### src/rtl/tod_pkg.sv
`timescale 1ns/1ps
package tod_pkg;
    localparam int ADDR_W = 4;
    localparam int DATA_W = 32;
    localparam int NS_W   = 30;
    localparam logic [NS_W-1:0] NS_PER_SEC = 30'd1_000_000_000;

    typedef enum logic [ADDR_W-1:0] {
        WD_SEC_HI     = 4'd0,
        WD_SEC_LO     = 4'd1,
        WD_NSEC       = 4'd2,
        WD_RSVD       = 4'd3,
        WD_STEP       = 4'd4,
        WD_SLEW_STEP  = 4'd5,
        WD_SLEW_CNT   = 4'd6,
        WD_DRIFT      = 4'd7,
        WD_DRIFT_RATE = 4'd8
    } tod_word_e;

    typedef enum logic {
        ST_NOMINAL = 1'b0,
        ST_SLEW    = 1'b1
    } slew_state_e;
endpackage

### src/rtl/tod_csr.sv
`timescale 1ns/1ps
module tod_csr
    import tod_pkg::*;
#(
    parameter int SEC_W   = 48,
    parameter int PER_W   = 20,
    parameter int DRIFT_W = 16,
    parameter int RATE_W  = 16,
    parameter int CNT_W   = 20,
    parameter logic [PER_W-1:0] RESET_STEP = 20'h80000
) (
    input  logic                clk,
    input  logic                rst_n,
    input  logic                wr_en_i,
    input  logic                rd_en_i,
    input  logic [ADDR_W-1:0]   addr_i,
    input  logic [DATA_W-1:0]   wdata_i,
    input  logic [SEC_W-1:0]    sec_i,
    input  logic [NS_W-1:0]     ns_i,
    input  logic [CNT_W-1:0]    slew_cnt_i,
    output logic [PER_W-1:0]    step_o,
    output logic [PER_W-1:0]    slew_step_o,
    output logic [DRIFT_W-1:0]  drift_o,
    output logic [RATE_W-1:0]   rate_o,
    output logic                rate_wr_o,
    output logic                cnt_load_o,
    output logic [CNT_W-1:0]    cnt_val_o,
    output logic                load_o,
    output logic [SEC_W-1:0]    load_sec_o,
    output logic [NS_W-1:0]     load_ns_o,
    output logic [DATA_W-1:0]   rdata_o
);
    localparam int SEC_HI_W = SEC_W - DATA_W;

    logic [SEC_HI_W-1:0] stage_hi_q;
    logic [DATA_W-1:0]   stage_lo_q;
    logic [SEC_W-1:0]    snap_q;
    logic [DATA_W-1:0]   rd_mux;

    assign load_o     = wr_en_i && (addr_i == WD_NSEC);
    assign load_ns_o  = wdata_i[NS_W-1:0];
    assign load_sec_o = {stage_hi_q, stage_lo_q};
    assign cnt_load_o = wr_en_i && (addr_i == WD_SLEW_CNT);
    assign cnt_val_o  = wdata_i[CNT_W-1:0];
    assign rate_wr_o  = wr_en_i && (addr_i == WD_DRIFT_RATE);

    always_ff @(posedge clk) begin
        if (!rst_n) begin
            stage_hi_q  <= '0;
            stage_lo_q  <= '0;
            step_o      <= RESET_STEP;
            slew_step_o <= '0;
            drift_o     <= '0;
            rate_o      <= '0;
        end else if (wr_en_i) begin
            unique case (addr_i)
                WD_SEC_HI:     stage_hi_q  <= wdata_i[SEC_HI_W-1:0];
                WD_SEC_LO:     stage_lo_q  <= wdata_i;
                WD_STEP:       step_o      <= wdata_i[PER_W-1:0];
                WD_SLEW_STEP:  slew_step_o <= wdata_i[PER_W-1:0];
                WD_DRIFT:      drift_o     <= wdata_i[DRIFT_W-1:0];
                WD_DRIFT_RATE: rate_o      <= wdata_i[RATE_W-1:0];
                default: ;
            endcase
        end
    end

    always_comb begin
        unique case (addr_i)
            WD_SEC_HI:     rd_mux = DATA_W'(snap_q[SEC_W-1:DATA_W]);
            WD_SEC_LO:     rd_mux = snap_q[DATA_W-1:0];
            WD_NSEC:       rd_mux = DATA_W'(ns_i);
            WD_STEP:       rd_mux = DATA_W'(step_o);
            WD_SLEW_STEP:  rd_mux = DATA_W'(slew_step_o);
            WD_SLEW_CNT:   rd_mux = DATA_W'(slew_cnt_i);
            WD_DRIFT:      rd_mux = DATA_W'(drift_o);
            WD_DRIFT_RATE: rd_mux = DATA_W'(rate_o);
            default:       rd_mux = '0;
        endcase
    end

    always_ff @(posedge clk) begin
        if (!rst_n) begin
            snap_q  <= '0;
            rdata_o <= '0;
        end else if (rd_en_i) begin
            rdata_o <= rd_mux;
            if (addr_i == WD_NSEC) snap_q <= sec_i;
        end
    end

    assert_reserved_zero_R9: assert property (@(posedge clk) disable iff (!rst_n)
        (rd_en_i && addr_i == WD_RSVD) |=> (rdata_o == '0));

    assert_rdata_hold_R10: assert property (@(posedge clk) disable iff (!rst_n)
        !rd_en_i |=> $stable(rdata_o));
endmodule

### src/rtl/tod_slew_fsm.sv
`timescale 1ns/1ps
module tod_slew_fsm
    import tod_pkg::*;
#(
    parameter int CNT_W = 20
) (
    input  logic             clk,
    input  logic             rst_n,
    input  logic             cnt_load_i,
    input  logic [CNT_W-1:0] cnt_val_i,
    output logic             use_adj_o,
    output logic [CNT_W-1:0] cnt_o
);
    slew_state_e      state_q, state_d;
    logic [CNT_W-1:0] cnt_q, cnt_d;

    always_comb begin
        state_d = state_q;
        cnt_d   = cnt_q;
        if (cnt_load_i) begin
            cnt_d   = cnt_val_i;
            state_d = (cnt_val_i != '0) ? ST_SLEW : ST_NOMINAL;
        end else begin
            unique case (state_q)
                ST_NOMINAL: ;
                ST_SLEW: begin
                    cnt_d = cnt_q - 1'b1;
                    if (cnt_q == CNT_W'(1)) state_d = ST_NOMINAL;
                end
                default: state_d = ST_NOMINAL;
            endcase
        end
    end

    always_ff @(posedge clk) begin
        if (!rst_n) begin
            state_q <= ST_NOMINAL;
            cnt_q   <= '0;
        end else begin
            state_q <= state_d;
            cnt_q   <= cnt_d;
        end
    end

    always_comb begin
        use_adj_o = (state_q == ST_SLEW);
        cnt_o     = cnt_q;
    end

    assert_slew_has_count_R6: assert property (@(posedge clk) disable iff (!rst_n)
        (state_q == ST_SLEW) |-> (cnt_q != '0));

    assert_slew_countdown_R6: assert property (@(posedge clk) disable iff (!rst_n)
        (state_q == ST_SLEW && !cnt_load_i) |=> (cnt_q == $past(cnt_q) - 1'b1));
endmodule

### src/rtl/tod_drift_tick.sv
`timescale 1ns/1ps
module tod_drift_tick #(
    parameter int DRIFT_W = 16,
    parameter int RATE_W  = 16
) (
    input  logic               clk,
    input  logic               rst_n,
    input  logic [DRIFT_W-1:0] drift_i,
    input  logic [RATE_W-1:0]  rate_i,
    input  logic               rate_wr_i,
    output logic               fire_o
);
    logic [RATE_W-1:0] tick_q;
    logic              active;
    logic              last;

    assign active = (drift_i != '0) && (rate_i != '0);
    assign last   = (tick_q == rate_i - 1'b1);
    assign fire_o = active && last;

    always_ff @(posedge clk) begin
        if (!rst_n || rate_wr_i) tick_q <= '0;
        else if (active)         tick_q <= last ? '0 : tick_q + 1'b1;
    end

    assert_drift_spacing_R7: assert property (@(posedge clk) disable iff (!rst_n)
        (fire_o && rate_i > RATE_W'(1) && !rate_wr_i) |=> !fire_o);
endmodule

### src/rtl/tod_accum.sv
`timescale 1ns/1ps
module tod_accum
    import tod_pkg::*;
#(
    parameter int SEC_W  = 48,
    parameter int FRAC_W = 16,
    parameter int INC_W  = 21
) (
    input  logic             clk,
    input  logic             rst_n,
    input  logic             load_i,
    input  logic [SEC_W-1:0] load_sec_i,
    input  logic [NS_W-1:0]  load_ns_i,
    input  logic [INC_W-1:0] inc_i,
    output logic [SEC_W-1:0] sec_o,
    output logic [NS_W-1:0]  ns_o
);
    localparam int ACC_W = NS_W + FRAC_W;
    localparam logic [ACC_W:0] WRAP_AT = (ACC_W+1)'(NS_PER_SEC) << FRAC_W;

    logic [ACC_W-1:0] acc_q;
    logic [ACC_W:0]   sum;
    logic             wrap;

    assign sum  = {1'b0, acc_q} + (ACC_W+1)'(inc_i);
    assign wrap = (sum >= WRAP_AT);
    assign ns_o = acc_q[ACC_W-1:FRAC_W];

    always_ff @(posedge clk) begin
        if (!rst_n) begin
            acc_q <= '0;
            sec_o <= '0;
        end else if (load_i) begin
            acc_q <= {load_ns_i, {FRAC_W{1'b0}}};
            sec_o <= load_sec_i;
        end else if (wrap) begin
            acc_q <= ACC_W'(sum - WRAP_AT);
            sec_o <= sec_o + 1'b1;
        end else begin
            acc_q <= sum[ACC_W-1:0];
        end
    end

    assert_ns_in_range_R3: assert property (@(posedge clk) disable iff (!rst_n)
        !load_i |=> (ns_o < NS_PER_SEC));

    assert_sec_single_step_R3: assert property (@(posedge clk) disable iff (!rst_n)
        !load_i |=> ((sec_o == $past(sec_o)) || (sec_o == $past(sec_o) + 1'b1)));
endmodule

### src/rtl/tod_clock_core.sv
`timescale 1ns/1ps
module tod_clock_core
    import tod_pkg::*;
#(
    parameter int SEC_W   = 48,
    parameter int FRAC_W  = 16,
    parameter int PER_W   = 20,
    parameter int DRIFT_W = 16,
    parameter int RATE_W  = 16,
    parameter int CNT_W   = 20,
    parameter logic [PER_W-1:0] RESET_STEP = 20'h80000
) (
    input  logic              clk,
    input  logic              rst_n,
    input  logic              wr_en,
    input  logic              rd_en,
    input  logic [ADDR_W-1:0] addr,
    input  logic [DATA_W-1:0] wdata,
    output logic [DATA_W-1:0] rdata
);
    localparam int INC_W = PER_W + 1;

    logic [SEC_W-1:0]   sec;
    logic [NS_W-1:0]    ns;
    logic [CNT_W-1:0]   slew_cnt;
    logic [PER_W-1:0]   step, slew_step;
    logic [DRIFT_W-1:0] drift;
    logic [RATE_W-1:0]  rate;
    logic               rate_wr, cnt_load, load, use_adj, fire;
    logic [CNT_W-1:0]   cnt_val;
    logic [SEC_W-1:0]   load_sec;
    logic [NS_W-1:0]    load_ns;
    logic [INC_W-1:0]   inc;

    assign inc = INC_W'(use_adj ? slew_step : step)
               + (fire ? INC_W'(drift) : INC_W'(0));

    tod_csr #(
        .SEC_W(SEC_W), .PER_W(PER_W), .DRIFT_W(DRIFT_W),
        .RATE_W(RATE_W), .CNT_W(CNT_W), .RESET_STEP(RESET_STEP)
    ) u_csr (
        .clk(clk), .rst_n(rst_n), .wr_en_i(wr_en), .rd_en_i(rd_en),
        .addr_i(addr), .wdata_i(wdata), .sec_i(sec), .ns_i(ns),
        .slew_cnt_i(slew_cnt), .step_o(step), .slew_step_o(slew_step),
        .drift_o(drift), .rate_o(rate), .rate_wr_o(rate_wr),
        .cnt_load_o(cnt_load), .cnt_val_o(cnt_val), .load_o(load),
        .load_sec_o(load_sec), .load_ns_o(load_ns), .rdata_o(rdata)
    );

    tod_slew_fsm #(.CNT_W(CNT_W)) u_slew (
        .clk(clk), .rst_n(rst_n), .cnt_load_i(cnt_load),
        .cnt_val_i(cnt_val), .use_adj_o(use_adj), .cnt_o(slew_cnt)
    );

    tod_drift_tick #(.DRIFT_W(DRIFT_W), .RATE_W(RATE_W)) u_drift (
        .clk(clk), .rst_n(rst_n), .drift_i(drift), .rate_i(rate),
        .rate_wr_i(rate_wr), .fire_o(fire)
    );

    tod_accum #(.SEC_W(SEC_W), .FRAC_W(FRAC_W), .INC_W(INC_W)) u_accum (
        .clk(clk), .rst_n(rst_n), .load_i(load), .load_sec_i(load_sec),
        .load_ns_i(load_ns), .inc_i(inc), .sec_o(sec), .ns_o(ns)
    );
endmodule

### config.mk
export PLATFORM = sky130hd
export DESIGN_NAME = tod_clock_core
export DESIGN_NICKNAME = d
export VERILOG_FILES = /design/src/rtl/tod_pkg.sv /design/src/rtl/tod_csr.sv /design/src/rtl/tod_slew_fsm.sv /design/src/rtl/tod_drift_tick.sv /design/src/rtl/tod_accum.sv /design/src/rtl/tod_clock_core.sv
export SDC_FILE = /design/constraint.sdc
export NUM_CORES = 1
export LEC_CHECK = 0
export BUFFER_PORTS_ARGS = -buffer_cell sky130_fd_sc_hd__buf_4
export CAP_MARGIN = 10
export CORE_MARGIN = 2
export CORE_UTILIZATION = 50
export CTS_CLUSTER_SIZE = 16
export DETAILED_ROUTE_END_ITERATION = 8
export PLACE_DENSITY = 0.67
export SYNTH_ARGS = -nofsm -noshare
export SYNTH_HDL_FRONTEND = slang
export SYNTH_SLANG_ARGS = --single-unit
### constraint.sdc
create_clock -name clk -period 18.4 [get_ports clk]
set_clock_uncertainty 0.1 [all_clocks]
set_input_delay 3.68 -clock clk [delete_from_list [all_inputs] [get_ports clk]]
set_output_delay 3.68 -clock clk [all_outputs]
set_load 0.01 [all_outputs]
Word level (Yosys, flattened, before mapping). Index checks and enable logic that the tools add are counted. W data, S select, Z words.

Word-level logic and storage cells: 67. Input port bits: 40. Bits in registers: 331. Output and inout port bits: 32.

Mux-type cells: 14. Add/sub/neg operators: 7. Bitwise gates (word level): 1. Magnitude comparators: 1. Reductions and logical operators: 21. Eq/ne operators: 9.

Operator list (number): $pmux W32 S8 (1); $mux W48 (2); $mux W46 (2); $mux W20 (3); $add A48 B1 Y48 const B (1); $add A46 B21 Y47 (1); $ge A47 B46 Y1 const B (1); $sub A46 B46 Y46 const B (1); $mux W16 (2); $reduce_bool A16 Y1 (2); $add A20 B16 Y21 (1); $eq A20 B1 Y1 const B (1); $reduce_bool A20 Y1 (1); $sub A20 B1 Y20 const B (1); $add A16 B1 Y16 const B (1); $eq A16 B16 Y1 (1); $eq A4 B3 Y1 const B (4); $sub A16 B1 Y16 const B (1); $reduce_and A2 Y1 (7); $logic_and A1 B1 Y1 (5); $eq A4 B1 Y1 const B (1); $eq A4 B2 Y1 const B (1); $eq A4 B4 Y1 const B (1); $logic_not A4 Y1 (1); 6 further kinds (10).

Longest topological paths before layout. Gate-level depths: netlist of run 1.

Depth after elaboration: 9. Gate-level depth with buffers: 34. Gate-level depth less buffers: 30.

By module. Synthesis of run 1 repeated with hierarchy kept, for this count alone.

Cell total of the unflattened synthesis: 2513. Area total of the unflattened synthesis: 20250.7 um2.

By module, submodules not included: tod_csr (area each 9095.0 um2, times used 1, cells each 1092, sequential area each 4003.8 um2); tod_accum (area each 7121.8 um2, times used 1, cells each 926, sequential area each 1881.8 um2); tod_drift_tick (area each 1472.7 um2, times used 1, cells each 175, sequential area each 320.3 um2); tod_clock_core (area each 1332.5 um2, times used 1, cells each 179, sequential area each 0.0 um2); tod_slew_fsm (area each 1228.7 um2, times used 1, cells each 141, sequential area each 420.4 um2).

Least setup slack after synthesis of run 1. OpenSTA, ideal clock, no wires.

Path type: flip-flop to flip-flop. Start: reg u_csr.rate_o[3]. End: reg u_accum.sec_o[25]. Stages on the path, launching flop included: 29. Setup time: 0.120 ns. Path slack: 11.187 ns. Period minus slack after synthesis: 7.213 ns. Data arrival time: 6.993 ns. Buffers on the path: 2. Data required time: 18.180 ns. Cells stage by stage: dfxtp_1 or4_1 or3_1 nor2_1 nand2_1 xnor2_1 nor4_1 o2111ai_1 a2111oi_2 clkbuf_1 nand2_1 fa_1 inv_1 ha_1 inv_1 fa_1 nand2b_1 a211oi_2 nor2b_1 o41ai_4 o21ai_1 or4_1 nor4_1 and4b_1 a31oi_1 and2_1 buf_4 o31a_1 o31a_1.

Word-level cells in the longest chain between the ends: 8. Elaborated cells on any way between the ends: 10. Classes of those cells: 3 x add/sub; 1 x order compare; 1 x eq/ne; 1 x mux; 4 x reduce/logical.

Ends and longest elaborated chain: start, declared (RTL line tod_csr.sv:24) `output logic [RATE_W-1:0] rate_o,`; start signal, assigned (RTL line tod_csr.sv:62) `WD_DRIFT_RATE: rate_o <= wdata_i[RATE_W-1:0];`; $sub A16 B1 Y16 / $reduce_bool A16 Y1 (equally long branches) (RTL line tod_drift_tick.sv:18, tod_drift_tick.sv:17); $eq A16 B16 Y1 / $logic_and A1 B1 Y1 (equally long branches) (RTL line tod_drift_tick.sv:18, tod_drift_tick.sv:17); $logic_and A1 B1 Y1 (*) (RTL line tod_drift_tick.sv:19) `assign fire_o = active && last;`; $mux W16 (*) (RTL line tod_clock_core.sv:36) `+ (fire ? INC_W'(drift) : INC_W'(0));`; $add A20 B16 Y21 (*) (RTL line tod_clock_core.sv:36); $add A46 B21 Y47 (*) (RTL line tod_accum.sv:25) `assign sum = {1'b0, acc_q} + (ACC_W+1)'(inc_i);`; $ge A47 B46 Y1 (*) (RTL line tod_accum.sv:26) `assign wrap = (sum >= WRAP_AT);`; $reduce_bool A2 Y1 (no source line) (*); end signal, assigned (RTL line tod_accum.sv:35) `sec_o <= load_sec_i;`; end signal, assigned (RTL line tod_accum.sv:38) `sec_o <= sec_o + 1'b1;`; end, declared (RTL line tod_accum.sv:15) `output logic [SEC_W-1:0] sec_o,`.

Every way passes the cells marked *; elsewhere a longest branch is shown, timed or not. A chain may end at the register's enable or synchronous reset.

Final worst setup path of run 1.
Start: reg u_csr.rate_o[3]. End: reg u_accum.sec_o[37].

Same word-level chain as after synthesis.

==> results of run 1 <==
per-stage QoR:
| stage | cell area, um^2 | std cells | total power [uW] | utilization (%) |
|---|---|---|---|---|
| 2_1_floorplan | 18200 | 2317 | 821 | - |
| 3_3_place_gp | 18800 | 2698 | 863 | 52.8 |
| 3_5_place_dp | 18800 | 2698 | 865 | 52.8 |
| 4_1_cts | 20000 | 2765 | 1610 | 56.2 |
| 5_1_grt | 20100 | 2767 | 1650 | 56.3 |
| 6_report | 20100 | 2767 | 1610 | 56.3 |
cells by family (layout without fill, tap and decap cells):
group / Yosys count / after routing / synth area share [%]
compound gates: 612 / 612 / 22.7
flops: 331 / 331 / 36.5
fa+ha+maj: 47 / 47 / 3.94
buf+inv: 229 / 218 / 5.04
xor+xnor: 127 / 127 / 6.25
mux: 33 / 33 / 1.93
simple gates: 938 / 938 / 23.6
layout make-up:
| cell class | count | area (um^2) |
|---|---|---|
| Timing Repair Buffer | 98 | 743 |
| Tap cell | 461 | 577 |
| Sequential cell | 331 | 6630 |
| Multi-Input combinational cell | 1757 | 10700 |
| Clock inverter | 15 | 123 |
| Inverter | 53 | 204 |
| Fill cell | 3355 | 15600 |
| Clock buffer | 52 | 1100 |
cell usage after synthesis (22+ instances only):
master and n:
nand2_1 449, dfxtp_1 331, a21oi_1 265, nor2_1 161, clkbuf_1 149, xnor2_1 91
nand3_1 82, a22oi_1 74, o21ai_0 63, nor3_1 60, inv_1 52, xor2_1 33
a211oi_1 30, ha_1 30, nand4_1 30, nor4_1 30, o211ai_1 28, and3_1 25
and2_1 22
worst max-delay path by stage:
| stage | start | end |
|---|---|---|
| 5_1_grt | u_csr.rate_o[3]$_SDFFE_PN0P_ | u_accum.acc_q[44]$_SDFF_PN0_ |
| 3_5_place_dp | u_csr.rate_o[3]$_SDFFE_PN0P_ | u_accum.sec_o[37]$_SDFFE_PN0P_ |
| 2_1_floorplan | u_csr.rate_o[3]$_SDFFE_PN0P_ | u_accum.sec_o[25]$_SDFFE_PN0P_ |
| 4_1_cts | u_csr.rate_o[3]$_SDFFE_PN0P_ | u_accum.sec_o[37]$_SDFFE_PN0P_ |
| 3_3_place_gp | u_csr.rate_o[3]$_SDFFE_PN0P_ | u_accum.sec_o[37]$_SDFFE_PN0P_ |
| 6_report | u_csr.rate_o[3]$_SDFFE_PN0P_ | u_accum.sec_o[37]$_SDFFE_PN0P_ |
registers in the layout, summed over array words and instances, names as in the netlist:
signal	flops
u_csr.slew_step_o	20
u_accum.acc_q	46
u_csr.drift_o	16
u_accum.sec_o	48
u_csr.snap_q	48
u_csr.rdata_o	32
u_slew.cnt_o	20
u_csr.stage_lo_q	32
u_drift.tick_q	16
u_csr.rate_o	16
u_csr.step_o	20
u_slew.use_adj_o	1
u_csr.stage_hi_q	16
cell usage in the layout, fill, tap and decap left out, types with 7 or more instances in the layout:
cell	count
a2111oi_2	14
a211oi_1	30
a211oi_2	12
a21o_1	7
a21oi_1	265
a222oi_1	7
a22oi_1	74
a31oi_1	16
a41oi_1	13
and2_1	22
and3_1	25
and4_1	10
buf_4	96
clkbuf_16	39
clkbuf_8	8
clkinv_2	8
dfxtp_1	331
fa_1	17
ha_1	30
inv_1	52
mux2_2	15
mux2i_1	17
nand2_1	448
nand2b_1	8
nand3_1	82
nand4_1	30
nor2_1	161
nor3_1	57
nor4_1	28
o211ai_1	28
o21a_1	9
o21ai_0	63
o21ai_1	7
or2_2	7
or3_1	15
or4_1	11
xnor2_1	91
xor2_1	33
layer usage:
layer  part of all wire [%]  GRT usage (%)  vias up
met2                     45           52.3      870
met3                    8.7           5.41      159
li1                       -              -     8127
met5                      0              0        -
met1                     42           44.3     8411
met4                    4.4           14.4        0
worst min-delay path, cell delays in order (launching register included):
cell and delay (ns):
dfxtp_1 0.30, nand2_1 0.05, a21oi_1 0.05
power breakdown:
group / leakage [uW] / total [uW] / switching (uW) / internal [uW]
registers: 0.00267 / 740 / 13.5 / 726
logic: 0.00357 / 113 / 79.6 / 33.6
clock network: 0.000609 / 758 / 321 / 437
total: 0.00685 / 1610 / 415 / 1200
==> results.json, run 1 <==
{
  "clkTransAtPathRegs_ns": 0.06,
  "dp_worst_setup_slack_ns": 9.68,
  "cp_slowest_cell": "a21oi_1",
  "ant_nets": 0,
  "io_pins": 72,
  "r2r-start": "u_csr.rate_o[3]$_SDFFE_PN0P_",
  "seq_area_frac_synth_pct": 36.5,
  "grt_pass1_vias": 16500,
  "wl_um": 63500,
  "cp_top_family": "simple AND/OR/NAND/NOR gates",
  "cp_max_fo": 30,
  "holdPathEnd": "u_csr.stage_lo_q[29]$_SDFFE_PN0P_",
  "hold_buffers": 0,
  "r2r_cells": 28,
  "critical_path_depth": 28,
  "die_area_um2": 37900,
  "wl_per_cell_um": 23.0,
  "crit_path_end_kind": "register",
  "synth_largest_area_cell": "dfxtp_1",
  "hp-class": "register to register",
  "period_needed_ns": 8.90,
  "cp.required_ns": 18.74,
  "drv_cap": 0,
  "port_buffers": 71,
  "syn-cell-area_um2": 18200,
  "ys_ff_latch": 331,
  "clk_path_buf_depth": 3,
  "cts_resized": 0,
  "netlist_top_cells_area": "dfxtp_1, nand2_1, a21oi_1",
  "fin_crit_sh_pct": 48.4,
  "ys_types": 87,
  "start_kind": "register",
  "path_class": "register to register",
  "rrSetupSlack_ns": 9.50,
  "dp_hpwl_um": 44100,
  "finalNetCount": 2366,
  "core_um2": 35700,
  "leakagePower_uw": 0.00685,
  "r2r-end": "u_accum.sec_o[37]$_SDFFE_PN0P_",
  "overflow": 0,
  "peakVddDrop_v": 0.0000666,
  "min_from": "u_csr.stage_lo_q[29]$_SDFFE_PN0P_",
  "crit_buf_inv": 4,
  "critical_path_arrival_ns": 9.24,
  "grt_pass1_wl_um": 97400,
  "maxSlewHeadroom_pct": 28.0,
  "drtIter0Drc": 2061,
  "rows": 69,
  "cts.sinks": 331,
  "synth_cells": 2317,
  "insertion_delay_ns": 0.56,
  "drc": 0,
  "setup_viol": 0,
  "hold_depth": 2,
  "finalWorstSetupSlack_ns": 9.50,
  "fmax_mhz": 112,
  "htree_levels": 2,
  "cts_root_buffer": "clkbuf_16",
  "rsz0062_at_grt": "no",
  "status": "complete, no violations",
  "worst_hold_slack_ns": 0.351,
  "synth.net_count": 2404,
  "yosysTopAreaCellShare_pct": 36.5,
  "die_width_um": 195,
  "drive_gt1_share_pct": 11.1,
  "antenna_found_initial": 1,
  "synth_edf_count": 0,
  "synthFlopType": "dfxtp_1",
  "area_delta_synth_final_pct": 10.5,
  "syn_area_per_cell_um2": 7.84,
  "finalHoldViolCount": 0,
  "drt_pre_antenna_iters": 6,
  "grt_use_total_pct": 32.9,
  "slowest_delay_ns": 0.84,
  "tightest_slew_ns": 1.08,
  "async_reset_ff_share_pct": 0,
  "final.setup.tns_ns": 0,
  "p_per_area_nw_per_um2": 80.3,
  "numCtsBuffers": 38,
  "ys.warnings.count": 0,
  "viasPerCell": 6.35,
  "die_y_um": 195,
  "place_congestion": 0.923,
  "cts_tree": "yes",
  "grt_max_degree": 106,
  "post_cts.repair.setup_buffers": 0,
  "vias": 17600,
  "diodes": 0,
  "finalMaxSlewViolations": 0,
  "start_util_pct": 50.9
}
(Power assumes the default switching activity.)
==> run 2, diff against run 1 <==
PLACE_DENSITY = 0.69   (was 0.67)
clock period = 7.7 ns   (was 18.4 ns; I/O delays follow)
==> run 2 against run 1 <==
Compared with the run above:
- routed wire length shrank 1.2%
- die area stayed put
- cell count grew 2.4%
- worst hold slack improved by 0.00075 ns
- critical endpoint is now u_accum.sec_o[42]$_SDFFE_PN0P_
==> results.json, run 2 (synthesis gave the netlist of run 1 again) <==
{
  "place_congestion": 0.941,
  "numCtsBuffers": 37,
  "die_width_um": 195,
  "period_needed_ns": 7.38,
  "hold_depth": 2,
  "clkTransAtPathRegs_ns": 0.06,
  "ant_nets": 0,
  "maxSlewHeadroom_pct": 15.2,
  "grt_use_total_pct": 32.1,
  "path_class": "register to register",
  "r2r-end": "u_accum.sec_o[42]$_SDFFE_PN0P_",
  "final.setup.tns_ns": 0,
  "cts_root_buffer": "clkbuf_16",
  "status": "complete, no violations",
  "finalHoldViolCount": 0,
  "cts_tree": "yes",
  "r2r_cells": 31,
  "p_total_uw": 3840,
  "fmax_mhz": 136,
  "slowest_delay_ns": 0.53,
  "start_kind": "register",
  "vias": 17800,
  "cp.required_ns": 8.07,
  "min_from": "u_csr.stage_lo_q[1]$_SDFFE_PN0P_",
  "cp_slowest_cell": "or4_1",
  "drt_pre_antenna_iters": 6,
  "crit_path_end_kind": "register",
  "port_buffers": 71,
  "wl_per_cell_um": 22.2,
  "antenna_found_initial": 1,
  "finalNetCount": 2437,
  "holdPathEnd": "u_csr.stage_lo_q[1]$_SDFFE_PN0P_",
  "start_util_pct": 50.9,
  "drc": 0,
  "overflow": 0,
  "io_pins": 72,
  "cts.sinks": 331,
  "grt_pass1_wl_um": 95500,
  "leakagePower_uw": 0.00724,
  "p_per_area_nw_per_um2": 185,
  "dp_worst_setup_slack_ns": 0.0651,
  "viasPerCell": 6.27,
  "crit_buf_inv": 7,
  "grt_pass1_vias": 16500,
  "place_area_um2": 19400,
  "grt_max_degree": 129,
  "drive_gt1_share_pct": 13.9,
  "die_area_um2": 37900,
  "die_y_um": 195,
  "final_common_cell": "nand2_1",
  "wl_um": 62800,
  "core_um2": 35700,
  "finalMaxSlewViolations": 0,
  "final_cell_mix": "nand2_1, dfxtp_1, a21oi_1",
  "peakVddDrop_v": 0.000168,
  "dp_hpwl_um": 43200,
  "clk_path_buf_depth": 3,
  "rrSetupSlack_ns": 0.32,
  "largestRegisters": "u_accum.sec_o: 48 flops, u_csr.snap_q: 48 flops, u_accum.acc_q: 46 flops",
  "setup_viol": 0,
  "r2r-start": "u_csr.rate_o[5]$_SDFFE_PN0P_",
  "drv_cap": 0,
  "finalWorstSetupSlack_ns": 0.324,
  "cp_top_family": "simple AND/OR/NAND/NOR gates",
  "cp_max_fo": 8,
  "insertion_delay_ns": 0.54,
  "drtIter0Drc": 2112,
  "tightest_slew_ns": 1.27,
  "rows": 69,
  "critical_path_arrival_ns": 7.74,
  "area_delta_synth_final_pct": 14.4,
  "hp-class": "register to register",
  "fin_crit_sh_pct": 95.8,
  "finish.utilization_pct": 58.3,
  "htree_levels": 2,
  "diodes": 0,
  "cp_common_cell": "buf_4",
  "final_area_um2": 20800
}
==> run 2: final cells by class <==
| type | count | area (um^2) |
|---|---|---|
| clock buffer | 51 | 1070 |
| clock inverter | 10 | 129 |
| fill | 3257 | 14900 |
| inverter | 53 | 204 |
| multi-input combinational | 1757 | 10800 |
| sequential | 331 | 6630 |
| tap | 461 | 577 |
| timing repair buffer | 170 | 1360 |
==> run 2: per-layer routing <==
metal	up-vias	track usage [%]	routed length [um]
met4	0	15.1	3240
met3	179	5.07	5630
met1	8450	43.3	25900
met2	868	50.6	28000
li1	8277	-	-
met5	-	0	0
==> run 2: worst max path at each step <==
stage | slack (ns) | start | endpoint | depth (start not counted)
2_1_floorplan | 0.49 | u_csr.rate_o[3]$_SDFFE_PN0P_ | u_accum.sec_o[25]$_SDFFE_PN0P_ | 28
3_3_place_gp | 0.32 | u_csr.rate_o[3]$_SDFFE_PN0P_ | u_accum.sec_o[42]$_SDFFE_PN0P_ | 30
3_5_place_dp | 0.07 | u_csr.rate_o[3]$_SDFFE_PN0P_ | u_accum.sec_o[47]$_SDFFE_PN0P_ | 29
4_1_cts | 0.02 | u_csr.rate_o[3]$_SDFFE_PN0P_ | u_accum.sec_o[47]$_SDFFE_PN0P_ | 29
5_1_grt | -0.03 | u_csr.rate_o[5]$_SDFFE_PN0P_ | u_accum.sec_o[37]$_SDFFE_PN0P_ | 31
6_report | 0.32 | u_csr.rate_o[5]$_SDFFE_PN0P_ | u_accum.sec_o[42]$_SDFFE_PN0P_ | 31
==> run 2: what timing repair did <==
action                     4_1_cts  5_1_grt
gates resized for setup          0       23
hold buffers                     0        0
setup buffers                    0        4
setup endpoints to repair        0       68
==> run 2: report_power, final <==
part           switching (uW)  leakage, uW  internal [uW]  total, uW
logic                     191      0.00397           87.3        278
registers                31.3      0.00267           1740       1770
clock network             725     0.000595           1070       1790
total                     947      0.00724           2890       3840
==> run 2: per-stage QoR <==
step / std cells / hold WS (ns)
floorplan: 2317 / 0.333
global placement: 2766 / 0.339
detailed placement: 2766 / 0.344
CTS: 2827 / 0.353
global route: 2833 / 0.370
finish: 2833 / 0.351
==> run 2: worst register-to-register path, delay by kind of cell (launching register included) <==
family                     cells  cell delay (ns)
buffers and inverters          7             1.04
adders and majority gates      3             0.99
AOI/OAI and AO/OA              9             1.87
DFF                            1             0.35
and+or+nand+nor               10             2.44
muxes                          1             0.34
xor gates and xnor gates       1             0.17
